==> config.mk <==
export PLATFORM = sky130hd
export DESIGN_NAME = interval_timer
export DESIGN_NICKNAME = d
export VERILOG_FILES = /design/src/rtl/interval_timer.sv
export SDC_FILE = /design/constraint.sdc
export NUM_CORES = 1
export LEC_CHECK = 0
export BUFFER_PORTS_ARGS = -buffer_cell sky130_fd_sc_hd__buf_2
export CAP_MARGIN = 20
export CELL_PAD_IN_SITES_DETAIL_PLACEMENT = 1
export CELL_PAD_IN_SITES_GLOBAL_PLACEMENT = 1
export CORE_ASPECT_RATIO = 1.1
export CORE_MARGIN = 2
export CORE_UTILIZATION = 48
export DETAILED_ROUTE_END_ITERATION = 6
export PLACE_DENSITY = 0.87
export SLEW_MARGIN = 10
export SYNTH_ARGS = -nofsm -noshare
export SYNTH_HDL_FRONTEND = slang
export SYNTH_SLANG_ARGS = --single-unit
export TNS_END_PERCENT = 30
==> constraint.sdc <==
create_clock -name clk -period 3 [get_ports clk]
set_input_delay 0.45 -clock clk [delete_from_list [all_inputs] [get_ports clk]]
set_output_delay 0.45 -clock clk [all_outputs]
set_load 0.01 [all_outputs]
==> src/rtl/interval_timer.sv <==
module interval_timer #(
  parameter int DATA_W    = 16,
  parameter int ADDR_W    = 5,
  parameter int DIV_W     = 16,
  parameter int MIN_TICKS = 3
) (
  input  logic              clk,
  input  logic              rst_n,
  input  logic              bus_wr,
  input  logic              bus_rd,
  input  logic [ADDR_W-1:0] bus_addr,
  input  logic [DATA_W-1:0] bus_wdata,
  output logic [DATA_W-1:0] bus_rdata,
  output logic              irq
);
  localparam int CNT_W = 2 * DATA_W;
  localparam logic [CNT_W-1:0]  MIN_LIM   = CNT_W'(MIN_TICKS - 1);
  localparam logic [ADDR_W-1:0] A_CTRL    = ADDR_W'(8'h00);
  localparam logic [ADDR_W-1:0] A_LIM_LO  = ADDR_W'(8'h08);
  localparam logic [ADDR_W-1:0] A_LIM_HI  = ADDR_W'(8'h0C);
  localparam logic [ADDR_W-1:0] A_CNT_LO  = ADDR_W'(8'h10);
  localparam logic [ADDR_W-1:0] A_CNT_HI  = ADDR_W'(8'h14);
  localparam logic [ADDR_W-1:0] A_DIV     = ADDR_W'(8'h18);

  logic              ctrl_rep, ctrl_one, ctrl_ie;
  logic [CNT_W-1:0]  limit, count, eff_lim;
  logic [DIV_W-1:0]  divider, phase;
  logic [DATA_W-1:0] shadow, ctrl_rd;
  logic              running, periodic, pend;
  logic              ctrl_wr, div_wr, step_due, tick, hit, start;

  assign ctrl_wr  = bus_wr && (bus_addr == A_CTRL);
  assign div_wr   = bus_wr && (bus_addr == A_DIV);
  assign start    = bus_wdata[0] || bus_wdata[1];
  assign step_due = (phase == divider);
  assign tick     = running && step_due;
  assign eff_lim  = (limit < MIN_LIM) ? MIN_LIM : limit;
  assign hit      = tick && (count == eff_lim);
  assign irq      = pend && ctrl_ie;

  always_comb begin
    ctrl_rd    = '0;
    ctrl_rd[0] = ctrl_rep;
    ctrl_rd[1] = ctrl_one;
    ctrl_rd[8] = ctrl_ie;
  end

  always_ff @(posedge clk or negedge rst_n) begin
    if (!rst_n) begin
      ctrl_rep <= 1'b0;
      ctrl_one <= 1'b0;
      ctrl_ie  <= 1'b0;
    end else if (ctrl_wr) begin
      ctrl_rep <= bus_wdata[0];
      ctrl_one <= bus_wdata[1];
      ctrl_ie  <= bus_wdata[8];
    end
  end

  always_ff @(posedge clk or negedge rst_n) begin
    if (!rst_n) begin
      limit   <= '0;
      divider <= '0;
    end else if (bus_wr) begin
      if (bus_addr == A_LIM_LO) limit[DATA_W-1:0]     <= bus_wdata;
      if (bus_addr == A_LIM_HI) limit[CNT_W-1:DATA_W] <= bus_wdata;
      if (bus_addr == A_DIV)    divider               <= DIV_W'(bus_wdata);
    end
  end

  always_ff @(posedge clk or negedge rst_n) begin
    if (!rst_n)                 phase <= '0;
    else if (ctrl_wr || div_wr) phase <= '0;
    else if (step_due)          phase <= '0;
    else                        phase <= phase + DIV_W'(1);
  end

  always_ff @(posedge clk or negedge rst_n) begin
    if (!rst_n) begin
      count    <= '0;
      running  <= 1'b0;
      periodic <= 1'b0;
      pend     <= 1'b0;
    end else if (ctrl_wr) begin
      pend    <= 1'b0;
      running <= start;
      if (start) begin
        count    <= '0;
        periodic <= bus_wdata[0];
      end
    end else if (hit) begin
      pend <= 1'b1;
      if (periodic) count   <= '0;
      else          running <= 1'b0;
    end else if (tick) begin
      count <= count + CNT_W'(1);
    end
  end

  always_ff @(posedge clk or negedge rst_n) begin
    if (!rst_n) begin
      bus_rdata <= '0;
      shadow    <= '0;
    end else if (bus_rd) begin
      case (bus_addr)
        A_CTRL:   bus_rdata <= ctrl_rd;
        A_LIM_LO: bus_rdata <= limit[DATA_W-1:0];
        A_LIM_HI: bus_rdata <= limit[CNT_W-1:DATA_W];
        A_CNT_LO: begin
          bus_rdata <= count[DATA_W-1:0];
          shadow    <= count[CNT_W-1:DATA_W];
        end
        A_CNT_HI: bus_rdata <= shadow;
        A_DIV:    bus_rdata <= DATA_W'(divider);
        default:  bus_rdata <= '0;
      endcase
    end
  end
endmodule

==> metrics.csv, run 1 <==
metric,value,unit
overflow,0,
grt_pass1_vias,6445,
antenna_found_initial,0,
die_y,131,µm
area_growth,15.5,%
syn_area_per_cell,10.2,µm²
min_path_type,input port to flip-flop,
ios,42,
power_leakage,3.60,nW
htreeDepth,4,
ys.flop_type,dfrtp_1,
synth-simple-area-share,0.165,
finalSetupTns,0,ns
hold_viol,0,
antenna_cells,0,
min_period,2.76,ns
synth_xor_xnor_area_share,0.0767,
cap_violations,0,
setup-violations-final,0,
muxShareOfSynthArea,0.0827,
cp.required,3.35,ns
synth-compound-area-share,0.145,
synth.most_common_cell,dfrtp_1,
rsz0062_at_grt,no,
vias,6152,
fmax,362,MHz
grt_max_degree,79,
cts_buffers,17,
drtAntennaViolNets,0,
critPathCaptureType,flip-flop,
max_slew_margin,0.403,
synth_area_leaders,"dfrtp_1 47%, mux2_2 8.3%, xnor2_1 7.0%",
rows,46,
grt_pass1_wl,37.6,mm
netlist_instances,694,
synth_adder_area_share,0.00353,
cts_tree,done,
drc_errors,0,
ctsLongestPathBuffers,2,
dr.pass1.iters,6,
die_x,120,µm
start_kind,flip-flop,
vias_per_cell,6.44,
yosysSeqAreaShare,0.473,
avgRoutedWirePerCell,25.3,µm
dieArea,15700,µm²
cp.arrival,3.11,ns
grt_util_all_layers,0.315,
synth_area,7080,µm²
worstPathMaxFanout,17,
criticalPathCategory,flip-flop to flip-flop,
dpl_cell_area,7590,µm²
wl,24.2,mm
fin_skew,0.0117,ns
cts_sinks,134,
fin_nets,777,
synth_cell_types,55,
synth_top_area_frac,0.473,
ys_ff_latch,134,
start_util,0.490,
gp_congestion,1.02,
hpwl,17.7,mm
r2r_slack,0.24,ns
worst_pin_slew,0.894,ns
place.port_buffers,41,
status,"complete, no violations",
drive_gt1_frac,0.218,
synth_top_family_by_area,simple AND/OR/NAND/NOR gates,
final_area,8180,µm²
synth_commonest_cells,"134 x dfrtp_1, 57 x xnor2_1, 54 x inv_1, 52 x mux2_2, 51 x nand2_1",
ir_drop,0.000370,V
core_region_area,14400,µm²
yosysWarnings,0,
yosysTopAreaCell,dfrtp_1,
drtIter0Drc,726,
synthesis.nets,721,
min_period_over_period,0.921,
powerDensity,653,nW/µm²
cts_root_buf,clkbuf_16,
clk_pin_slew,0.06,ns
drv_slew,0,
clk_latency,0.42,ns
async_reset_ff_frac,1.00,
synth_edf_count,0,
postCtsSetupBuffers,0,
critical path, cell delays in order (launching register included):
cell and delay (ns):
dfrtp_1 0.45, xnor2_1 0.30, nand4_1 0.20, nor4_2 0.34, buf_4 0.19, and3_2 0.22
o31ai_4 0.10, nor3_4 0.61, a221o_1 0.28
placed cells by master (no fill, tap or decap), types with 4 or more instances in the layout:
cell / netlist / final
o21ai_1: 7 / 7
a221o_1: 5 / 5
clkinvlp_4: 0 / 5
o21ai_0: 16 / 16
mux2_2: 52 / 52
nand3_1: 28 / 28
nand4_1: 31 / 31
buf_2: 10 / 40
nor4_1: 13 / 13
dfrtp_1: 134 / 134
nand2_1: 51 / 51
a22oi_1: 23 / 23
inv_1: 54 / 54
nor3_1: 4 / 4
nor2_1: 50 / 50
o2bb2ai_1: 8 / 8
clkbuf_16: 0 / 17
o22ai_1: 20 / 20
and3_1: 19 / 19
xor2_1: 5 / 5
xnor2_1: 57 / 57
buf_4: 3 / 28
a222oi_1: 13 / 13
a22o_1: 8 / 8
a221oi_1: 16 / 16
final timing paths:
| check | start | endpoint | depth (start not counted) |
|---|---|---|---|
| max | phase[11]$_DFF_PN0_ | count[22]$_DFFE_PN0P_ | 8 |
| min | bus_wdata[8] | ctrl_ie$_DFFE_PN0P_ | 3 |
| max reg2reg | phase[11]$_DFF_PN0_ | count[22]$_DFFE_PN0P_ | 8 |
| min reg2reg | ctrl_rep$_DFFE_PN0P_ | ctrl_rep$_DFFE_PN0P_ | 2 |
| max in group asynchronous | rst_n | count[0]$_DFFE_PN0P_ | 3 |
| min in group asynchronous | rst_n | phase[3]$_DFF_PN0_ | 2 |
logic make-up (layout without fill, tap and decap cells):
group,count (synthesis),count (layout)
AOI/OAI and AO/OA,133,133
xor gates and xnor gates,62,62
adders and majority gates,2,2
buffers and inverters,88,157
DFF,134,134
muxes,52,52
and+or+nand+nor,223,223
state kept, by name (all words and copies together) (netlist names), 16 cells and up:
| name | cells |
|---|---|
| bus_rdata | 16 |
| count | 32 |
| divider | 16 |
| limit | 32 |
| phase | 16 |
| shadow | 16 |
what timing repair did:
action                     in CTS  in global routing
hold buffers                    1                  0
resized for setup               0                  1
hold endpoints to repair       14                  0
setup endpoints to repair       0                  7
where the power goes:
group          internal, mW  leakage, nW  switching [mW]
Clock                  1.23        0.271           0.829
Sequential             2.08         1.65           0.390
Combinational         0.393         1.68           0.419
area by class of cell:
class | count | area [µm²]
Inverter | 54 | 203
Timing Repair Buffer | 71 | 452
Clock inverter | 14 | 150
Multi-Input combinational cell | 472 | 3350
Sequential cell | 134 | 3350
Fill cell | 1591 | 6270
Tap cell | 192 | 240
Clock buffer | 18 | 429
stage by stage:
step	std cells	power (mW)	setup slack (ns)	utilization	hold slack, ns
2_1_floorplan	694	2.90	0.869	-	0.154
3_3_place_gp	922	3.18	0.466	0.525	0.281
3_5_place_dp	922	3.25	0.282	0.525	0.289
4_1_cts	955	5.34	0.133	0.566	0.280
5_1_grt	955	5.54	0.0539	0.566	0.286
6_report	955	5.34	0.238	0.566	0.293
per-layer routing:
metal  vias to the layer above  GRT usage  wire, µm
met5                         -          0         0
met4                         0      0.154      1190
met3                        62     0.0720      1650
met2                       279      0.511     11800
met1                      3157      0.394      9570
li1                       2654          -         -
No activity file was read; power rests on OpenSTA's default activity.
==> run 2: changes to the inputs <==
Settings changed: CELL_PAD_IN_SITES_DETAIL_PLACEMENT 1 to not set, CELL_PAD_IN_SITES_GLOBAL_PLACEMENT 1 to not set, CORE_UTILIZATION 48 to 60, CTS_CLUSTER_DIAMETER set to 150.
==> run 2 against run 1 <==
Net effect: the flow now finishes with violations (design-rule violations); core utilization grew 14 points; clock skew down 0.0016 ns; fmax fell by 2.2%; power fell by 0.33%; combinational power is 2% higher; first-iteration DRC count decreased by 6.5%.
==> metrics.csv, run 2 (synthesis results as in run 1) <==
metric,value,unit,change
gp_congestion,0.998,,was 1.02
fin_skew,0.0101,ns,was 0.0117 ns
cp.required,3.36,ns,was 3.35 ns
final_cell_count_no_fill,910,,was 955
worstPathMaxFanout,11,,was 17
worst_pin_slew,0.887,ns,was 0.894 ns
utilization,0.706,,was 0.566
wl,22.1,mm,was 24.2 mm
clk_pin_slew,0.06,ns,about the same
hold_viol,0,,unchanged
use_met1,0.470,,was 0.394
setup-violations-final,0,,unchanged
reg.largest.list,"count x32, limit x32",,unchanged
powerDensity,655,nW/µm²,was 653 nW/µm²
min_period,2.83,ns,was 2.76 ns
dr.pass1.iters,7,,was 6
cts_root_buf,clkbuf_16,,unchanged
drtAntennaViolNets,0,,unchanged
cp.arrival,3.19,ns,was 3.11 ns
hpwl,15.7,mm,was 17.7 mm
clk_latency,0.43,ns,was 0.42 ns
rsz0062_at_grt,no,,unchanged
status,"finished, violations left",,"was complete, no violations"
drive_gt1_frac,0.213,,was 0.218
grt_pass1_wl,34.6,mm,was 37.6 mm
area_growth,14.6,%,was 15.5%
place.port_buffers,41,,unchanged
grt_util_all_layers,0.363,,was 0.315
reg2reg_depth,7,,was 8
drv_slew,0,,unchanged
avgRoutedWirePerCell,24.3,µm,was 25.3 µm
final_cell_mix,"134 x dfrtp_1, 57 x xnor2_1, 54 x inv_1",,unchanged
ios,42,,unchanged
cap_violations,0,,unchanged
busiest_layer,met2,,unchanged
postCtsSetupBuffers,0,,unchanged
core_region_area,11500,µm²,was 14400 µm²
dieArea,12700,µm²,was 15700 µm²
ir_drop,0.000628,V,was 0.000370 V
power_leakage,3.61,nW,was 3.60 nW
violations,design-rule violations,,
cts_buffers,17,,unchanged
fin_nets,775,,was 777
antenna_found_initial,0,,unchanged
grt_pass1_vias,6115,,was 6445
cts_sinks,134,,unchanged
drtIter0Drc,679,,was 726
setup_slack,0.175,ns,was 0.238 ns
finalSetupTns,0,ns,unchanged
min_period_over_period,0.942,,was 0.921
place_inst,879,,was 922
drc_errors,18,,was 0
ctsLongestPathBuffers,2,,unchanged
vias,6171,,was 6152
final_common_cell,dfrtp_1,,unchanged
critPathCaptureType,flip-flop,,unchanged
die_x,108,µm,was 120 µm
max_slew_margin,0.407,,was 0.403
die_y,118,µm,was 131 µm
cts_tree,done,,unchanged
rows,41,,was 46
criticalPathCategory,flip-flop to flip-flop,,unchanged
vias_per_cell,6.78,,was 6.44
htreeDepth,4,,unchanged
place_ws,0.248,ns,was 0.282 ns
use_met2,0.575,,was 0.511
overflow,0,,unchanged
grt_util_met3,0.0786,,was 0.0720
start_kind,flip-flop,,unchanged
grt_max_degree,51,,was 79
start_util,0.616,,was 0.490
min_path_type,input port to async pin,,was input port to flip-flop
antenna_cells,0,,unchanged
fmax,354,MHz,was 362 MHz
[run 2: cell types whose count changed in the layout (fill, tap and decap cells not counted), sizes merged]
| cell | delta |
|---|---|
| clkinv | +2 |
| dlygate4sd3 | -1 |
| inv | -2 |
| clkbuf | +2 |
| buf | -1 |
| clkinvlp | -3 |
[run 2: final timing paths]
check	startpoint	endpoint	slack, ns
min	rst_n	divider[15]$_DFFE_PN0P_	0.06
min reg2reg	shadow[15]$_DFFE_PN0P_	shadow[15]$_DFFE_PN0P_	0.50
max	count[3]$_DFFE_PN0P_	count[19]$_DFFE_PN0P_	0.17
max in group asynchronous	rst_n	bus_rdata[11]$_DFFE_PN0P_	2.27
max reg2reg	count[3]$_DFFE_PN0P_	count[19]$_DFFE_PN0P_	0.17
min in group clk	bus_wdata[2]	limit[18]$_DFFE_PN0P_	0.29
[run 2: layer usage]
metal / vias to the layer above / wire, µm
met1: 3019 / 8340
li1: 2664 / -
met4: 0 / 1140
met5: - / 0
met3: 89 / 2020
met2: 399 / 10600
[run 2: what timing repair did]
| action | in CTS | in global routing |
|---|---|---|
| gates resized for setup | 0 | 1 |
| setup endpoints to repair | 0 | 1 |
| hold buffers | 0 | 0 |
[run 2: cell type report]
class / instances / area (µm²)
fill: 811 / 3380
multi-input combinational: 472 / 3360
sequential: 134 / 3350
clock buffer: 20 / 447
timing repair buffer: 69 / 443
inverter: 54 / 203
tap: 150 / 188
clock inverter: 11 / 125
[run 2: power by group]
group / switching (mW) / internal (mW)
registers: 0.371 / 2.08
logic: 0.432 / 0.396
clock network: 0.801 / 1.24
total: 1.60 / 3.71
[run 2: critical path, stage by stage, from the launching register on]
cell	delay, ns
dfrtp_1	0.48
xnor2_1	0.45
nand3_1	0.17
nor4_1	0.41
nand2_1	0.18
o31a_1	0.42
nor2_1	0.41
a221o_1	0.23
[run 2: through the flow]
| stage | hold WS [ns] | instance area (µm²) | power, mW |
|---|---|---|---|
| 2_1_floorplan | 0.154 | 7080 | 2.90 |
| 3_3_place_gp | 0.458 | 7530 | 3.18 |
| 3_5_place_dp | 0.471 | 7530 | 3.23 |
| 4_1_cts | 0.0661 | 8110 | 5.27 |
| 5_1_grt | 0.106 | 8120 | 5.52 |
| 6_report | 0.0608 | 8120 | 5.32 |
